File: src/rtl/sqc_pkg.sv
package sqc_pkg;

    typedef enum logic [1:0] {
        ST_RUN      = 2'd0,
        ST_SQUASH   = 2'd1,
        ST_TRAPWAIT = 2'd2
    } thr_state_e;

endpackage

File: src/rtl/sqc_thread.sv
module sqc_thread
    import sqc_pkg::*;
#(
    parameter int SW  = 16,
    parameter int PW  = 32,
    parameter int DLY = 6
) (
    input  logic          clk,
    input  logic          rst_n,
    input  logic          ex_valid,
    input  logic [SW-1:0] ex_seq,
    input  logic          ex_incl,
    input  logic          ex_mispred,
    input  logic [PW-1:0] ex_pc,
    input  logic          trap_raise,
    input  logic          ctx_req,
    input  logic          rob_done,
    input  logic          rob_empty,
    input  logic [SW-1:0] head_seq,
    input  logic          ins_valid,
    input  logic [SW-1:0] ins_seq,
    input  logic [PW-1:0] commit_pc,
    output logic          sq_valid,
    output logic [SW-1:0] sq_bound,
    output logic [PW-1:0] sq_pc,
    output logic          sq_mispred,
    output thr_state_e    state,
    output logic          ev_squash,
    output logic          ev_mispred
);

    localparam int          CW   = (DLY > 2) ? $clog2(DLY) : 1;
    localparam logic [CW-1:0] LOAD = CW'(DLY - 1);

    thr_state_e    state_q, state_d;
    logic [SW-1:0] young_q, young_d;
    logic [CW-1:0] cnt_q, cnt_d;
    logic          evs_q, evm_q;

    logic          fire_trap, fire_ctx, ex_ok, sys_sq;
    logic [SW-1:0] sys_bound, ex_bound;

    // Output decode: squash sources in fixed priority.
    always_comb begin
        fire_trap  = (state_q == ST_TRAPWAIT) && (cnt_q == '0);
        fire_ctx   = !fire_trap && ctx_req && (state_q != ST_TRAPWAIT);
        ex_ok      = !fire_trap && !fire_ctx && ex_valid &&
                     (state_q != ST_TRAPWAIT) && (ex_seq <= young_q);
        sys_sq     = fire_trap || fire_ctx;
        sys_bound  = rob_empty ? '0 : (head_seq - SW'(1));
        ex_bound   = ex_incl ? (ex_seq - SW'(1)) : ex_seq;
        sq_valid   = sys_sq || ex_ok;
        sq_bound   = sys_sq ? sys_bound : ex_bound;
        sq_pc      = sys_sq ? commit_pc : ex_pc;
        sq_mispred = ex_ok && ex_mispred;
        state      = state_q;
        ev_squash  = evs_q;
        ev_mispred = evm_q;
    end

    // Next-state decode.
    always_comb begin
        state_d = state_q;
        cnt_d   = cnt_q;
        unique case (state_q)
            ST_RUN: begin
                if (sq_valid) begin
                    state_d = ST_SQUASH;
                end else if (trap_raise) begin
                    state_d = ST_TRAPWAIT;
                    cnt_d   = LOAD;
                end
            end
            ST_SQUASH: begin
                if (sq_valid)      state_d = ST_SQUASH;
                else if (rob_done) state_d = ST_RUN;
            end
            ST_TRAPWAIT: begin
                if (sq_valid)          state_d = ST_SQUASH;
                else if (cnt_q != '0)  cnt_d   = cnt_q - CW'(1);
            end
            default: state_d = ST_RUN;
        endcase

        if (sq_valid)       young_d = sq_bound;
        else if (ins_valid) young_d = ins_seq;
        else                young_d = young_q;
    end

    always_ff @(posedge clk) begin
        if (!rst_n) begin
            state_q <= ST_RUN;
            young_q <= '0;
            cnt_q   <= '0;
            evs_q   <= 1'b0;
            evm_q   <= 1'b0;
        end else begin
            state_q <= state_d;
            young_q <= young_d;
            cnt_q   <= cnt_d;
            evs_q   <= sq_valid;
            evm_q   <= sq_mispred;
        end
    end

endmodule

File: src/rtl/sqc_tally.sv
module sqc_tally
    import sqc_pkg::*;
#(
    parameter int T    = 2,
    parameter int CNTW = 2
) (
    input  logic [2*T-1:0]  states,
    output logic [CNTW-1:0] count,
    output logic            all_busy
);

    always_comb begin
        count = '0;
        for (int i = 0; i < T; i++) begin
            if (states[2*i +: 2] == ST_SQUASH) count = count + CNTW'(1);
        end
        all_busy = (count == CNTW'(T));
    end

endmodule

File: src/rtl/squash_ctl.sv
module squash_ctl
    import sqc_pkg::*;
#(
    parameter int T         = 2,
    parameter int SW        = 16,
    parameter int PW        = 32,
    parameter int TRAP_DELAY = 6,
    localparam int CNTW     = $clog2(T + 1)
) (
    input  logic            clk,
    input  logic            rst_n,
    input  logic [T-1:0]    ex_valid,
    input  logic [T*SW-1:0] ex_seq,
    input  logic [T-1:0]    ex_incl,
    input  logic [T-1:0]    ex_mispred,
    input  logic [T*PW-1:0] ex_pc,
    input  logic [T-1:0]    trap_raise,
    input  logic [T-1:0]    ctx_req,
    input  logic [T-1:0]    rob_done,
    input  logic [T-1:0]    rob_empty,
    input  logic [T*SW-1:0] rob_head_seq,
    input  logic [T-1:0]    ins_valid,
    input  logic [T*SW-1:0] ins_seq,
    input  logic [T*PW-1:0] commit_pc,
    output logic [T-1:0]    sq_valid,
    output logic [T*SW-1:0] sq_bound,
    output logic [T*PW-1:0] sq_pc,
    output logic [T-1:0]    sq_mispred,
    output logic [2*T-1:0]  thr_state,
    output logic [CNTW-1:0] sq_count,
    output logic            ins_block,
    output logic [T-1:0]    ev_squash,
    output logic [T-1:0]    ev_mispred
);

    sqc_tally #(.T(T), .CNTW(CNTW)) u_tally (
        .states   (thr_state),
        .count    (sq_count),
        .all_busy (ins_block)
    );

    for (genvar g = 0; g < T; g++) begin : g_thr
        thr_state_e st_w;

        sqc_thread #(.SW(SW), .PW(PW), .DLY(TRAP_DELAY)) u_thr (
            .clk        (clk),
            .rst_n      (rst_n),
            .ex_valid   (ex_valid[g]),
            .ex_seq     (ex_seq[g*SW +: SW]),
            .ex_incl    (ex_incl[g]),
            .ex_mispred (ex_mispred[g]),
            .ex_pc      (ex_pc[g*PW +: PW]),
            .trap_raise (trap_raise[g]),
            .ctx_req    (ctx_req[g]),
            .rob_done   (rob_done[g]),
            .rob_empty  (rob_empty[g]),
            .head_seq   (rob_head_seq[g*SW +: SW]),
            .ins_valid  (ins_valid[g] && !ins_block),
            .ins_seq    (ins_seq[g*SW +: SW]),
            .commit_pc  (commit_pc[g*PW +: PW]),
            .sq_valid   (sq_valid[g]),
            .sq_bound   (sq_bound[g*SW +: SW]),
            .sq_pc      (sq_pc[g*PW +: PW]),
            .sq_mispred (sq_mispred[g]),
            .state      (st_w),
            .ev_squash  (ev_squash[g]),
            .ev_mispred (ev_mispred[g])
        );

        assign thr_state[2*g +: 2] = st_w;
    end

endmodule

File: config.mk
export PLATFORM = sky130hd
export DESIGN_NAME = squash_ctl
export DESIGN_NICKNAME = d
export VERILOG_FILES = /design/src/rtl/sqc_pkg.sv /design/src/rtl/sqc_thread.sv /design/src/rtl/sqc_tally.sv /design/src/rtl/squash_ctl.sv
export SDC_FILE = /design/constraint.sdc
export NUM_CORES = 1
export LEC_CHECK = 0
export ABC_AREA = 1
export BUFFER_PORTS_ARGS = -buffer_cell sky130_fd_sc_hd__buf_2
export CORE_AREA = 2 2 137 139
export DETAILED_ROUTE_END_ITERATION = 8
export DIE_AREA = 0 0 139 141
export PLACE_DENSITY = 0.67
export SLEW_MARGIN = 10
export SYNTH_ARGS = -nofsm -noshare
export SYNTH_HDL_FRONTEND = slang
export SYNTH_SLANG_ARGS = --single-unit
File: constraint.sdc
create_clock -name clk -period 1.7 [get_ports clk]
set_input_delay 0.085 -clock clk [delete_from_list [all_inputs] [get_ports clk]]
set_output_delay 0.085 -clock clk [all_outputs]
set_load 0.05 [all_outputs]
==> flow_summary.json <==
{
  "fin_nets": 1977,
  "setup_viol": 146,
  "drc_errors": 0,
  "grt_use_total_pct": 33.4,
  "rrSetupSlack_ps": -540,
  "synthesis.nets": 1430,
  "vias": 10500,
  "drive_above_1_share_pct": 64.7,
  "io_buffers": 352,
  "clkLatencyLatePin_ps": 290,
  "outcome": "finished with violations",
  "die_h_um": 141,
  "cts_sinks": 46,
  "drt-total-wl_um": 39600,
  "fillers": 1038,
  "path_class": "reg -> reg",
  "post-place-ws_ps": -239,
  "avgSynthCellArea_um2": 5.34,
  "start_util_pct": 33.5,
  "hold_violations": 0,
  "grt-ovfl-total": 0,
  "grt_pass1_wl_um": 51900,
  "layout_common_cells": "252 x buf_2, 195 x nand2_1, 155 x buf_4",
  "rows": 50,
  "yosysSeqAreaShare_pct": 15.0,
  "core-area_um2": 18300,
  "netlist_area_um2": 6120,
  "antenna_found_initial": 0,
  "cts_tree": "yes",
  "dr.first_iter.drc_count": 795,
  "rsz0062_at_grt": "true",
  "ys_ff_latch": 46,
  "period_share_pct": 132,
  "grt_max_degree": 27,
  "tightest_slew_ps": 671,
  "synth_top_area_share_pct": 27.5,
  "detailed_place.area_um2": 9530,
  "wl_per_cell_um": 20.5,
  "synthTopCellsByArea": "nand2_1 27%, dfxtp_1 15%, inv_1 8.4%",
  "violations": "setup timing",
  "arrival_ps": 2440,
  "place_congestion": 0.960,
  "dp_hpwl_um": 22100,
  "area_growth_pct": 134,
  "peakVddDrop_v": 0.000548,
  "yosysTopAreaCell": "nand2_1",
  "die_area_um2": 19600,
  "drv_cap": 0,
  "timing.fmax_mhz": 447,
  "synth_flop_cell": "dfxtp_1",
  "grt_pass1_vias": 9847,
  "fin_crit_ps": 2240,
  "fin_skew_ps": 3.25,
  "clockBufferDepth": 2,
  "ys_warn_count": 0,
  "clk_pin_slew_ps": 70,
  "min_path_type": "in -> reg",
  "synth_edf_count": 0,
  "crit_path_end_kind": "flip-flop",
  "diodes": 0,
  "start_kind": "flip-flop",
  "worstPathRequired_ps": 1900,
  "die_x_um": 139,
  "cp_max_fo": 7,
  "final_common_cell": "buf_2",
  "drt_first_pass_iters": 5,
  "design_area_um2": 14300,
  "cts_made_buffers": 5,
  "avgViaCountPerCell": 5.45,
  "htree_levels": 2,
  "setup_ws_ps": -538,
  "yosysUniqueCellTypes": 38,
  "synth_cells": 1147,
  "async_flop_share_pct": 0,
  "cts-root-buf": "clkbuf_16",
  "power_density_nw_per_um2": 719,
  "drv_slew": 0,
  "relSlewSlack_pct": 55.2,
  "ioPinCount": 353,
  "ant_nets": 0,
  "power_leakage_nw": 7.26
}
-- final timing paths --
check | startpoint | endpoint | cells after the start
setup / recovery | g_thr[0].u_thr.young_q[5]$_SDFFE_PN0P_ | g_thr[0].u_thr.young_q[3]$_SDFFE_PN0P_ | 15
setup reg to reg | g_thr[0].u_thr.young_q[5]$_SDFFE_PN0P_ | g_thr[0].u_thr.young_q[3]$_SDFFE_PN0P_ | 15
hold reg to reg | g_thr[1].u_thr.young_q[14]$_SDFFE_PN0P_ | g_thr[1].u_thr.young_q[14]$_SDFFE_PN0P_ | 2
hold / removal | rob_done[0] | g_thr[0].u_thr.state[0]$_SDFFE_PN0P_ | 4
-- repair_timing --
action	4_1_cts	5_1_grt
setup endpoints to repair	146	146
pin swaps	107	113
buffers inserted	72	36
gates cloned	16	5
hold buffers	0	0
resized for setup	638	291
-- cell families (layout without fill, tap and decap cells) --
group	after synthesis	count (layout)	synth area share (%)
flops	46	46	15.0
fa+ha+maj	41	41	8.38
simple gates	727	727	49.6
xor+xnor	19	19	2.72
buf+inv	204	752	14.2
compound gates	110	110	10.1
-- layout make-up --
cell class                 instances  area [um2]  area share [%]
clock inverter                     3        40.0           0.280
clock buffer                       5         125           0.875
tap                              234         293            2.05
sequential                        46         971            6.79
multi-input combinational        897        6920            48.4
timing repair buffer             591        5340            37.3
inverter                         153         612            4.28
-- critical path: stages, from the launching register on --
cell and delay [ps]:
dfxtp_2 340, inv_2 40, ha_4 260, nand2_1 100, a21oi_2 230, nor2_2 80, nand2_1 60, nand2_1 60
nand2_1 80, nand2_2 80, nand2_4 90, buf_6 150, buf_12 140, buf_6 100, nand4_1 110, a21oi_1 230
-- report_power, final --
group / internal, mW / switching, mW / total, mW / leakage, nW
logic: 3.37 / 4.45 / 7.82 / 6.79
clock network: 0.689 / 0.440 / 1.13 / 0.0836
registers: 1.24 / 0.0913 / 1.33 / 0.392
-- routing by layer --
metal / part of all wire (%) / up-vias / global-route usage, %
met2: 50 / 703 / 59.5
met3: 7.9 / 240 / 6.32
li1: - / 4679 / -
met1: 34 / 4887 / 36.5
met4: 8.6 / 0 / 21.5
met5: 0 / - / 0
-- state kept, by name, indices dropped and copies added (netlist names) --
name                    flops
g_thr.u_thr.ev_mispred      2
g_thr.u_thr.young_q        32
g_thr.u_thr.cnt_q           6
g_thr.u_thr.ev_squash       2
g_thr.u_thr.state           4
-- cell usage after synthesis (12+ instances only) --
cell type  instances
o21ai_1           12
o21ai_0           28
nand2_1          448
nand4_1           30
ha_1              41
a21oi_1           49
clkbuf_1          15
nor3_1            12
dfxtp_1           46
nand3_1           68
buf_4             16
buf_2             14
inv_2             15
xor2_1            15
inv_1            137
nor2_1           136
-- stage by stage --
stage | util (%) | hold WS [ps] | cells | power [mW] | TNS, ps
2_1_floorplan | - | 228 | 1147 | 4.36 | -1000
3_3_place_gp | 52.2 | 346 | 1808 | 5.88 | -11400
3_5_place_dp | 52.2 | 345 | 1808 | 5.93 | -12800
4_1_cts | 71.2 | 44.7 | 1902 | 9.08 | -25000
5_1_grt | 78.3 | 77.3 | 1929 | 10.6 | -50150
6_report | 78.3 | 66.1 | 1929 | 10.3 | -41720
Power figures use the tool's default switching activity.
